## config.mk

```make
export PLATFORM = sky130hd
export DESIGN_NAME = irq_toggle_bank
export DESIGN_NICKNAME = d
export VERILOG_FILES = /design/src/rtl/irq_bank_pkg.sv /design/src/rtl/irq_addr_decode.sv /design/src/rtl/irq_status_cell.sv /design/src/rtl/irq_any_reduce.sv /design/src/rtl/irq_toggle_bank.sv
export SDC_FILE = /design/constraint.sdc
export NUM_CORES = 1
export LEC_CHECK = 0
export ABC_AREA = 1
export BUFFER_PORTS_ARGS = -buffer_cell sky130_fd_sc_hd__buf_2
export CAP_MARGIN = 20
export CORE_MARGIN = 8
export CORE_UTILIZATION = 37
export CTS_CLUSTER_DIAMETER = 120
export DETAILED_ROUTE_END_ITERATION = 7
export PLACE_DENSITY = 0.76
export SYNTH_ARGS = -nofsm -noshare
export SYNTH_HDL_FRONTEND = slang
export SYNTH_SLANG_ARGS = --single-unit
export TNS_END_PERCENT = 20
```

## constraint.sdc

```tcl
create_clock -name clk -period 0.8 [get_ports clk]
set_clock_uncertainty 0.05 [all_clocks]
set_input_delay 0.04 -clock clk [delete_from_list [all_inputs] [get_ports clk]]
set_output_delay 0.04 -clock clk [all_outputs]
set_load 0.03 [all_outputs]
```

## src/rtl/irq_bank_pkg.sv

```systemverilog
`timescale 1ns/1ps
package irq_bank_pkg;
    localparam int WORD_W = 32;

    typedef enum logic [1:0] {
        SEL_NONE = 2'd0,
        SEL_STAT = 2'd1,
        SEL_ENAB = 2'd2
    } reg_sel_e;

    typedef struct packed {
        logic [WORD_W-1:0] enab;
        logic [WORD_W-1:0] rdata;
        logic              irq;
    } bank_regs_t;

    // Bits 31 .. WORD_W-n are implemented.
    function automatic logic [WORD_W-1:0] impl_mask(input int n);
        logic [WORD_W-1:0] m;
        m = '0;
        for (int i = 0; i < WORD_W; i++) begin
            if (i >= WORD_W - n) m[i] = 1'b1;
        end
        return m;
    endfunction
endpackage

```

## src/rtl/irq_addr_decode.sv

```systemverilog
`timescale 1ns/1ps
module irq_addr_decode
    import irq_bank_pkg::*;
#(
    parameter int ADDR_W   = 4,
    parameter int STAT_OFS = 0,
    parameter int ENAB_OFS = 4
) (
    input  logic              valid,
    input  logic              write,
    input  logic [ADDR_W-1:0] addr,
    output reg_sel_e          sel,
    output logic              wr,
    output logic              rd
);
    always_comb begin
        if (addr == ADDR_W'(STAT_OFS))      sel = SEL_STAT;
        else if (addr == ADDR_W'(ENAB_OFS)) sel = SEL_ENAB;
        else                                sel = SEL_NONE;
        wr = valid &&  write;
        rd = valid && !write;
    end
endmodule

```

## src/rtl/irq_status_cell.sv

```systemverilog
`timescale 1ns/1ps
module irq_status_cell #(
    parameter logic RST_VAL = 1'b0
) (
    input  logic clk,
    input  logic rst_n,
    input  logic evt,
    input  logic tog,
    output logic stat_q
);
    logic stat_d;

    // Event has priority over a same-cycle toggle.
    always_comb begin
        stat_d = evt | (stat_q ^ tog);
    end

    always_ff @(posedge clk or negedge rst_n) begin
        if (!rst_n) stat_q <= RST_VAL;
        else        stat_q <= stat_d;
    end
endmodule

```

## src/rtl/irq_any_reduce.sv

```systemverilog
`timescale 1ns/1ps
module irq_any_reduce #(
    parameter int W = 32
) (
    input  logic [W-1:0] stat,
    input  logic [W-1:0] enab,
    output logic         any
);
    always_comb begin
        any = |(stat & enab);
    end
endmodule

```

## src/rtl/irq_toggle_bank.sv

```systemverilog
`timescale 1ns/1ps
module irq_toggle_bank
    import irq_bank_pkg::*;
#(
    parameter int          NUM_SRC  = 8,
    parameter logic [31:0] STAT_RST = 32'h0000_0000,
    parameter int          ADDR_W   = 4
) (
    input  logic              clk,
    input  logic              rst_n,
    input  logic              bus_valid,
    input  logic              bus_write,
    input  logic [ADDR_W-1:0] bus_addr,
    input  logic [31:0]       bus_wdata,
    output logic [31:0]       bus_rdata,
    input  logic [31:0]       evt_i,
    output logic              irq_o
);
    localparam logic [WORD_W-1:0] IMPL      = impl_mask(NUM_SRC);
    localparam logic [WORD_W-1:0] STAT_INIT = STAT_RST & IMPL;
    localparam int                LOW_BIT   = WORD_W - NUM_SRC;

    reg_sel_e          sel;
    logic              wr, rd;
    logic [WORD_W-1:0] tog_vec, evt_vec, status_q, enab_q;
    logic              any_set;
    bank_regs_t        regs_d, regs_q;

    irq_addr_decode #(.ADDR_W(ADDR_W), .STAT_OFS(0), .ENAB_OFS(4)) u_dec (
        .valid (bus_valid),
        .write (bus_write),
        .addr  (bus_addr),
        .sel   (sel),
        .wr    (wr),
        .rd    (rd)
    );

    always_comb begin
        tog_vec = (wr && sel == SEL_STAT) ? (bus_wdata & IMPL) : '0;
        evt_vec = evt_i & IMPL;
    end

    for (genvar g = 0; g < WORD_W; g++) begin : g_bit
        if (g >= LOW_BIT) begin : g_impl
            irq_status_cell #(.RST_VAL(STAT_INIT[g])) u_cell (
                .clk    (clk),
                .rst_n  (rst_n),
                .evt    (evt_vec[g]),
                .tog    (tog_vec[g]),
                .stat_q (status_q[g])
            );
        end else begin : g_absent
            assign status_q[g] = 1'b0;
        end
    end

    assign enab_q = regs_q.enab;

    irq_any_reduce #(.W(WORD_W)) u_any (
        .stat (status_q),
        .enab (enab_q),
        .any  (any_set)
    );

    always_comb begin
        regs_d = regs_q;
        if (wr && sel == SEL_ENAB) regs_d.enab = bus_wdata & IMPL;
        if (rd) begin
            case (sel)
                SEL_STAT: regs_d.rdata = status_q;
                SEL_ENAB: regs_d.rdata = regs_q.enab;
                default:  regs_d.rdata = '0;
            endcase
        end
        regs_d.irq = any_set;
    end

    always_ff @(posedge clk or negedge rst_n) begin
        if (!rst_n) regs_q <= '{enab: '0, rdata: '0, irq: 1'b0};
        else        regs_q <= regs_d;
    end

    assign bus_rdata = regs_q.rdata;
    assign irq_o     = regs_q.irq;
endmodule

```

* Word level (Yosys, flattened, before mapping)
Index checks and enable logic that the tools add are counted.
Storage, ports and cells: bits in registers 49, input bits 72, output and inout port bits 33, word-level logic and storage cells 42
Cells by class: equality and inequality tests 3, mux-type cells 4, bitwise logic cells 17, reduce and logical (&&, ||, !) cells 7
Operator list (number):
- case mux 32 bit (2 select lines) | 1
- AND 32 bit | 1
- 2-to-1 mux 32 bit | 1
- OR reduction 32 bit | 1
- bitwise OR 1 bit | 8
- bitwise XOR 1 bit | 8
- == test 4 x 3 -> 1 bit (second input constant) | 1
- logical AND 1 bit | 4
- zero test 4 bit | 1
- 2-to-1 mux 2 bit | 2
- == test 2 x 1 -> 1 bit (second input constant) | 1
- == test 2 bit (second input constant) | 1
- zero test 1 bit | 1

* Logic depth before layout (Yosys ltp)
Gate-level depths: netlist of run 1.
depth in word-level cells 8, gate-level depth with buffers 7, mapped depth without buffers 6

* Cells and area by module
From an unflattened synthesis of run 1, not the netlist that was laid out.
Second synthesis, totals: cells, all modules 265, area, all modules 1722.9 sq um
Modules (own cells, without submodules):
- irq_toggle_bank | instances 1, cells each 133, area each 1047.3 sq um, seq. area each 425.4 sq um
- irq_status_cell | instances 8, cells each 7, area each 48.8 sq um, seq. area each 25.0 sq um
- irq_any_reduce | instances 1, cells each 63, area each 236.5 sq um, seq. area each 0.0 sq um
- irq_addr_decode | instances 1, cells each 13, area each 48.8 sq um, seq. area each 0.0 sq um

* Least setup slack after synthesis of run 1
Ideal clock, no wire load.
path kind input -> register, from in bus_addr[1], to reg regs_q[57] (netlist: enab_q[24]), setup time 126 ps, arrival 640 ps, data required time 624 ps, setup slack -16 ps, stages on the path 5, buffers on the path 1, path through nor2_4 -> nand2_4 -> nor2_8 -> buf_8 -> o21ai_0
On the way: longest elaborated chain between the ends 5, elaborated cells between the ends (all ways) 6, those cells by class 2 x eq/ne; 2 x mux; 2 x reduce/logical
RTL lines:
- start, declared | RTL line irq_toggle_bank.sv:13 | input logic [ADDR_W-1:0] bus_addr,
- == test 4 x 3 -> 1 bit | RTL line irq_addr_decode.sv:18 | else if (addr == ADDR_W'(ENAB_OFS)) sel = SEL_ENAB;
- 2-to-1 mux 2 bit | RTL line irq_addr_decode.sv:18
- 2-to-1 mux 2 bit * | RTL line irq_addr_decode.sv:17 | if (addr == ADDR_W'(STAT_OFS)) sel = SEL_STAT;
- == test 2 bit * | RTL line irq_toggle_bank.sv:67 | if (wr && sel == SEL_ENAB) regs_d.enab = bus_wdata & IMPL;
- logical AND 1 bit * | RTL line irq_toggle_bank.sv:67
- end signal, assigned | RTL line irq_toggle_bank.sv:79 | if (!rst_n) regs_q <= '{enab: '0, rdata: '0, irq: 1'b0};
- end signal, assigned | RTL line irq_toggle_bank.sv:80 | else regs_q <= regs_d;
- end, declared | RTL line irq_toggle_bank.sv:27 | bank_regs_t regs_d, regs_q;
Every way passes the cells marked *; elsewhere a longest branch is shown, timed or not. A chain may end at the register's enable or synchronous reset.

* Worst setup path after layout of run 1
from reg regs_q[60] (netlist: enab_q[27]), to reg regs_q[0] (netlist: irq_o)
On the way: longest elaborated chain between the ends 2
RTL lines:
- AND 32 bit | RTL line irq_any_reduce.sv:10 | any = |(stat & enab);
- OR reduction 32 bit | RTL line irq_any_reduce.sv:10
- net any_set | RTL line irq_toggle_bank.sv:26 | logic any_set;
The timed path passes the listed nets, and every way through them passes these cells.

==> key figures, run 1 <==
Status
  • Outcome: finished with violations
  • Failing checks: negative setup slack

Setup path
  • Kind of critical path: reg2reg
  • Worst EP arrival: 1040 ps
  • Worst path required time: approximately 900 ps
  • Worst path slowest cell: dfrtp_1
  • CP top delay family: flip-flops
  • CP endpoint kind: flip-flop
  • Critical path cell sequence: inv_2, o22ai_2, nor2_1, nand2_1
  • CP Max Fanout: 2
  • Slowest stage delay, CP: 400 ps
  • Critical path launch point type: flip-flop
  • Buf/Inv on CP: 1

Route
  • Routed vias/inst: between 4 and 5
  • Total Wirelength: 3.95 mm
  • First-iteration detailed-routing DRC count: 44
  • Vias post-DR: 1,431
  • Antenna-violating nets left: 0
  • WL per Instance: 12.7 um
  • DR DRC count: 0
  • First-pass detailed-route iteration total: 5

STA
  • Fin crit period: 928 ps
  • Maximum clock rate: 1080 MHz
  • Final setup viols: 24
  • Final worst-path cycle share: 1.16
  • Final hold slack: between 50 and 60 ps
  • Final Worst Setup Slack: -128 ps
  • Hold Fails Final Rpt: 0
  • Slew Limit Fails: 0
  • RSZ-0062 raised after global routing: yes

Layout
  • Register area: 626 um^2
  • Area of the multi-input gates: 742 um^2
  • Share of layout cells above drive strength 1: 0.420
  • Antenna Cells: 0
  • Finished Cell Area: 2210 um^2
  • Nets@finish: about 340
  • # fillers: 365
  • Area growth from synthesis to layout: 49.4%

Floorplanning
  • Die H: 79.2 um
  • Die ar.: between 6000 and 7000 um^2
  • Initial Utilization: 0.378
  • Core Region: 3910 um^2
  • Core Rows: 23
  • Chip Width: 79.2 um
  • Boundary Pins: 105

CTS
  • H-tree Lvls: 1
  • Worst-path clk slew: around 90 ps
  • Clock buffer depth: 2
  • Clock root cell: clkbuf_8
  • Clock buffer count from CTS: 3
  • Clk sinks: 25
  • CTS tree: built
  • Clock Latency Late Sink: 280 ps

Placement
  • # port buffers: 32
  • Post-detail-place hpwl: approximately 2.8 mm
  • Final GP Congestion: 0.807
  • Placed Area: 1760 um^2

GRT
  • Initial antenna violation count: 0
  • Pin count of the biggest net entering global routing: 26
  • Vias in the first global route: 1,445
  • First-pass GRT wire length: 6.40 mm
  • Congestion Overflow GR: 0
  • GRT Overall Usage: 0.125

Synthesis
  • Post-Syn Area: 1480 um^2
  • Count of cell types in the netlist: 18
  • Cells after synthesis: 184
  • Syn_area_per_cell: approximately 8 um^2
  • Ys Warns: 0
  • Register area share after synthesis: 0.423
  • Synth Register Bits: 25

Worst hold path
  • HP Class: in2reg

Power
  • Leakage: 1.18 nW
  • Worst vdd ir: approximately 570 uV
  • Pwr Density: 1460 nW/um^2

Flow run
  • Max Cap Viol: 0
==> layout by cell type (no fill, tap or decap), types with 3 or more instances in the layout <==
cell type      netlist  final
o21ai_1              0      8
conb_1               1     24
buf_2                0     23
nand3_1             24      7
nor2_4               4      4
nand3_2              0     17
dfrtp_1             25     25
buf_4               25     23
o21ai_0             14      3
dlygate4sd3_1        0     15
clkbuf_8             0      3
inv_2                1     13
buf_6                0     13
o21ai_2              2      5
nand2_1             40     39
nand2_2              3      3
nand4_1              8      8
inv_1               27     15
o22ai_1              4      3
==> where the power goes <==
| part | switching, mW | internal [mW] |
|---|---|---|
| registers | 0.0874 | 1.39 |
| logic | 0.564 | 0.423 |
| clock network | 0.404 | 0.357 |
==> final timing paths <==
path | startpoint | end | slack (ps) | cells after the start
worst max-delay path | enab_q[27]$_DFFE_PN0P_ | irq_o$_DFF_PN0_ | -130 | 4
worst min-delay path | bus_wdata[28] | g_bit[28].g_impl.u_cell.stat_q$_DFF_PN0_ | 50 | 4
worst max register to register | enab_q[27]$_DFFE_PN0P_ | irq_o$_DFF_PN0_ | -130 | 4
worst min register to register | bus_rdata[24]$_DFFE_PN0P_ | bus_rdata[24]$_DFFE_PN0P_ | 470 | 2
max in group asynchronous | rst_n | enab_q[27]$_DFFE_PN0P_ | 370 | 3
min in group asynchronous | rst_n | bus_rdata[26]$_DFFE_PN0P_ | 180 | 3
==> sequential cells by signal, indices dropped and copies added, names as in the netlist <==
| signal | flops |
|---|---|
| enab_q | 8 |
| bus_rdata | 8 |
| g_bit.g_impl.u_cell.stat_q | 8 |
| irq_o | 1 |
==> synthesized netlist by cell type <==
| library cell | number | share of area |
|---|---|---|
| nand2_1 | 40 | 0.10 |
| inv_1 | 27 | 0.069 |
| buf_4 | 25 | 0.13 |
| dfrtp_1 | 25 | 0.42 |
| nand3_1 | 24 | 0.081 |
| o21ai_0 | 14 | 0.047 |
| nand4_1 | 8 | 0.034 |
| nor2_4 | 4 | 0.030 |
| o22ai_1 | 4 | 0.017 |
| nand2_2 | 3 | 0.013 |
| nor2_1 | 2 | 0.0051 |
| o21ai_2 | 2 | 0.012 |
| buf_8 | 1 | 0.010 |
| conb_1 | 1 | 0.0025 |
| inv_2 | 1 | 0.0025 |
| nand2_4 | 1 | 0.0076 |
| nor2_2 | 1 | 0.0042 |
| nor2_8 | 1 | 0.014 |
==> per-stage QoR <==
step	util	instances	total power, mW	worst slack (ps)	TNS [ps]
5_1_grt	0.565	312	3.41	-173	-2460
3_5_place_dp	0.450	285	2.27	-235	-3890
3_3_place_gp	0.450	285	2.25	-204	-3400
6_report	0.565	312	3.23	-128	-1350
4_1_cts	0.547	309	3.17	-115	-1320
2_1_floorplan	-	207	2.03	-15.8	-148
==> worst min-delay path: cells and delay by family <==
kind	cells	cell delay, ps
AND/OR/NAND/NOR	3	200
buffers and inverters	1	100
==> cell type report <==
type	instances	share of cell area
Clock buffer	4	0.0204
Inverter	28	0.0476
Tap cell	50	0.0283
Sequential cell	25	0.283
Multi-Input combinational cell	128	0.336
Timing Repair Buffer	77	0.285
==> cell families (layout without fill, tap and decap cells) <==
family	after synthesis	in the layout	synth area share
buffers and inverters	54	109	0.208
DFF	25	25	0.423
AOI/OAI and AO/OA	20	20	0.0761
and+or+nand+nor	84	84	0.290
other	1	24	0.00254
==> layer usage <==
layer	vias up	GRT usage	share of wire
met1	663	0.151	0.43
met2	60	0.203	0.48
met5	-	0	0
li1	702	-	-
met3	6	0.0350	0.075
met4	0	0.0556	0.016
==> repair_timing <==
action / CTS / global route
endpoints found under the hold margin: 41 / 0
resized for setup: 51 / 19
setup endpoints to repair: 28 / 33
pin swaps: 14 / 8
hold buffers: 17 / 0
buffers inserted: 3 / 3
No activity file was read; power rests on OpenSTA's default activity.
==> inputs of run 2 (changes only) <==
--- a/config.mk
+++ b/config.mk
@@ -9,11 +9,12 @@
 export BUFFER_PORTS_ARGS = -buffer_cell sky130_fd_sc_hd__buf_2
 export CAP_MARGIN = 20
 export CORE_MARGIN = 8
-export CORE_UTILIZATION = 37
+export CORE_UTILIZATION = 39
 export CTS_CLUSTER_DIAMETER = 120
 export DETAILED_ROUTE_END_ITERATION = 7
 export PLACE_DENSITY = 0.76
 export SYNTH_ARGS = -nofsm -noshare
 export SYNTH_HDL_FRONTEND = slang
+export SYNTH_HIERARCHICAL = 1
 export SYNTH_SLANG_ARGS = --single-unit
 export TNS_END_PERCENT = 20
==> run 2 against run 1 <==
  * The flow finishes with violations (negative hold slack, negative setup slack)
  * Largest power group unchanged
  * Hold slack worse by 52 ps
  * Critical endpoint unchanged
  * Critical path depth up 2
  * Combinational power down 5.2%
  * Register-to-register slack worse by 60 ps
  * Sequential share of layout area down 4.4 points
==> key figures, run 2 <==
Power
  • Leakage: 1.52 nW (+29%)
  • Sw Pwr: 0.985 mW (-6.7%)
  • Reg power frac: 0.452 (-0.007)
  • Switching Fraction: 0.320 (-0.00700)
  • Total power: 3.08 mW (-4.6%)
  • Pwr Density: 1180 nW/um^2 (-19%)
  • Combinational power share: 0.304 (-0.002)
  • Worst vdd ir: 767 uV (+34%)
  • Int Power: 2.09 mW (-3.6%)
  • Clock network fraction of total power: 0.244 (+0.008)

Floorplanning
  • Core Rows: 24 (+4.3%)
  • Chip Width: 82.5 um (+4.1%)
  • Die H: 82.5 um (+4.1%)
  • Core Region: 4290 um^2 (+9.7%)
  • Die ar.: 6800 um^2 (+8.4%)
  • Boundary Pins: 105 (unchanged)
  • Initial Utilization: 0.401 (+0.0233)

CTS
  • Clock Latency Late Sink: 270 ps (about the same)
  • Clk sinks: 25 (unchanged)
  • Clock buffer count from CTS: 3 (unchanged)
  • CTS tree: built
  • Worst-path clk slew: 90 ps (about the same)
  • Clock buffer depth: 2 (unchanged)
  • Post-CTS Setup Bufs: 0 (-3)
  • H-tree Lvls: 1 (unchanged)
  • Clock root cell: clkbuf_8

Layout
  • Share of layout cells above drive strength 1: 0.268 (-0.152)
  • Area growth from synthesis to layout: 51.7%
  • Register area: 626 um^2 (unchanged)
  • Antenna Cells: 0 (unchanged)
  • Commonest non-fill, non-tap cell in the layout: nand2_1
  • # fillers: 386 (+5.8%)
  • Most frequent cells in the layout: 115 x nand2_1, 72 x conb_1, 34 x inv_1
  • Nets@finish: 452 (+35%)
  • Area of the multi-input gates: 1150 um^2 (+55%)
  • Layout Utilization: 0.609 (+0.0441)
  • Finished Layout Cells: 429 (+38%)

Synthesis
  • Synth Register Bits: 25 (unchanged)
  • FFs w/ async S/R, synth: 1.00 (unchanged)
  • Register area share after synthesis: 0.363 (-0.0599)
  • Post-Syn Area: 1720 um^2 (+16%)
  • Prevailing post-synth register cell: dfrtp_1
  • Ranking of synthesized cells by area: dfrtp_1 36%, nand2_1 28%, buf_4 11%, inv_1 8.7%, nor2_1 4.6%
  • Commonest cells post-synth: 128 x nand2_1, 40 x inv_1, 25 x buf_4, 25 x dfrtp_1, 21 x nor2_1
  • Leading area contributor after synthesis: dfrtp_1
  • Top-count cell post-synth: nand2_1
  • Synth top area share: 0.363 (-0.0599)
  • Syn_area_per_cell: 6.50 um^2 (-19%)
  • Ys Warns: 6 (+6)
  • Number of flops mapped to enable cells by yosys: 0 (unchanged)
  • Cells after synthesis: 265 (+44%)
  • Count of cell types in the netlist: 14 (-4)

Route
  • Total Wirelength: 4.18 mm (+5.7%)
  • Antenna-violating nets left: 0 (unchanged)
  • Metal3 WL: 284 um (-3.7%)
  • DR DRC count: 0 (unchanged)
  • First-pass detailed-route iteration total: 4 (-1)
  • First-iteration detailed-routing DRC count: 61 (+39%)
  • WL per Instance: 9.74 um (-23%)
  • Routed vias/inst: 3.99 (-13%)
  • Vias post-DR: 1,711 (+20%)
  • M1 wire length: 1.58 mm (-7.6%)
  • Top sig layer: met4
  • DR WL met2: 2.27 mm (+20%)

GRT
  • First-pass GRT wire length: 6.60 mm (+3.0%)
  • Initial antenna violation count: 0 (unchanged)
  • Vias in the first global route: 1,608 (+11%)
  • GRT Overall Usage: 0.123 (-0.00283)
  • Pin count of the biggest net entering global routing: 26 (unchanged)
  • Congestion Overflow GR: 0 (unchanged)

Placement
  • Post-detail-place hpwl: 3.01 mm (+8.4%)
  • DP Cell Count: 414 (+45%)
  • # port buffers: 32 (unchanged)
  • Final GP Congestion: 0.707 (-12%)

STA
  • Slew Limit Fails: 0 (unchanged)
  • Final hold slack: -0.801 ps (-52.0 ps)
  • Final worst-path cycle share: 1.24 (+0.0757)
  • Hold Fails Final Rpt: 2 (+2)
  • Setup TNS: -2260 ps (-909 ps)
  • Maximum clock rate: 1010 MHz (-6.1%)
  • Final setup viols: 31 (+29%)
  • RSZ-0062 raised after global routing: yes
  • Final Worst Setup Slack: -188 ps (-60.6 ps)
  • Fin crit period: 988 ps (+60.6 ps)

Setup path
  • Reg2reg start: g_bit[24].g_impl.u_cell/stat_q$_DFF_PN0_
  • Slowest stage delay, CP: 410 ps (about the same)
  • Critical Path Start: g_bit[24].g_impl.u_cell/stat_q$_DFF_PN0_
  • Worst path slowest cell: dfrtp_1
  • Worst path required time: 920 ps (about the same)
  • Kind of critical path: reg2reg
  • Buf/Inv on CP: 0 (-1)
  • CP endpoint kind: flip-flop
  • Most used cell, CP: nand2_1
  • Critical path cell sequence: nand2_1, nand2_1, nor2_1, nand2_1, nor2_1, nand2_1
  • Critical path launch point type: flip-flop
  • CP top delay family: simple AND/OR/NAND/NOR gates
  • Worst EP arrival: 1110 ps (+70 ps)
  • CP Max Fanout: 2 (unchanged)

Status
  • Failing checks: negative hold slack, negative setup slack
  • Outcome: finished with violations

Worst hold path
  • HP Class: in2reg
  • Hold_sp: bus_wdata[29]

Flow run
  • Max Cap Viol: 0 (unchanged)
[run 2: changes by cell type after synthesis, sizes merged]
cell   before  now
buf        26   27
ha          0    2
inv        28   41
nand2      44  131
nand3      24    8
nand4       8    0
nor2        8   22
o21ai      16    8
o22ai       4    0
[run 2: worst register-to-register path, stage by stage, from the launching register on]
cell	delay, ps
dfrtp_1	410
nand2_1	60
nand2_1	50
nor2_1	90
nand2_1	80
nor2_1	100
nand2_1	50
[run 2: cells by family after synthesis]
family / Yosys count / synth area share
flip-flops: 25 / 0.363
other: 1 / 0.00218
buffers and inverters: 68 / 0.211
adder cells (fa/ha/maj): 2 / 0.0145
AND/OR/NAND/NOR: 161 / 0.368
AO/OA/AOI/OAI: 8 / 0.0407
[run 2: area by class of cell]
type	instances	area share
Clock buffer	4	0.0172
Multi-Input combinational cell	243	0.439
Inverter	41	0.0656
Timing Repair Buffer	64	0.214
Sequential cell	25	0.239
Tap cell	52	0.0249
[run 2: path summary, 6_finish.rpt]
| check | end | slack [ps] | depth (start not counted) |
|---|---|---|---|
| max | irq_o$_DFF_PN0_ | -190 | 6 |
| min | enab_q[29]$_DFFE_PN0P_ | -0.8 | 3 |
| max reg2reg | irq_o$_DFF_PN0_ | -190 | 6 |
| min reg2reg | bus_rdata[26]$_DFFE_PN0P_ | 460 | 2 |
| max in group asynchronous | enab_q[31]$_DFFE_PN0P_ | 330 | 3 |
| min in group asynchronous | g_bit[28].g_impl.u_cell/stat_q$_DFF_PN0_ | 210 | 3 |
[run 2: per-stage QoR]
stage | cell area, um^2 | worst slack [ps]
6_report | 2610 | -188
3_5_place_dp | 2240 | -495
5_1_grt | 2610 | -238
3_3_place_gp | 2240 | -443
4_1_cts | 2530 | -196
2_1_floorplan | 2060 | -211
[run 2: per-layer routing]
metal | vias to the layer above | GRT usage
met5 | - | 0
met4 | 0 | 0.0351
met3 | 4 | 0.0227
met2 | 56 | 0.227
met1 | 748 | 0.138
li1 | 903 | -
[run 2: timing repair]
| item | CTS | global route |
|---|---|---|
| setup endpoints to repair | 34 | 34 |
| pin swaps | 16 | 22 |
| resized for setup | 35 | 24 |
| hold buffers | 11 | 0 |
| hold endpoints to repair | 35 | 0 |
[run 2: power by group through the flow]
stage | clock (mW) | combinational (mW) | sequential [mW]
detailed placement | 0 | 0.786 | 1.41
floorplan | 0 | 0.587 | 1.43
global route | 0.810 | 1.04 | 1.40
finish | 0.752 | 0.935 | 1.39
global placement | 0 | 0.776 | 1.41
CTS | 0.765 | 0.861 | 1.39
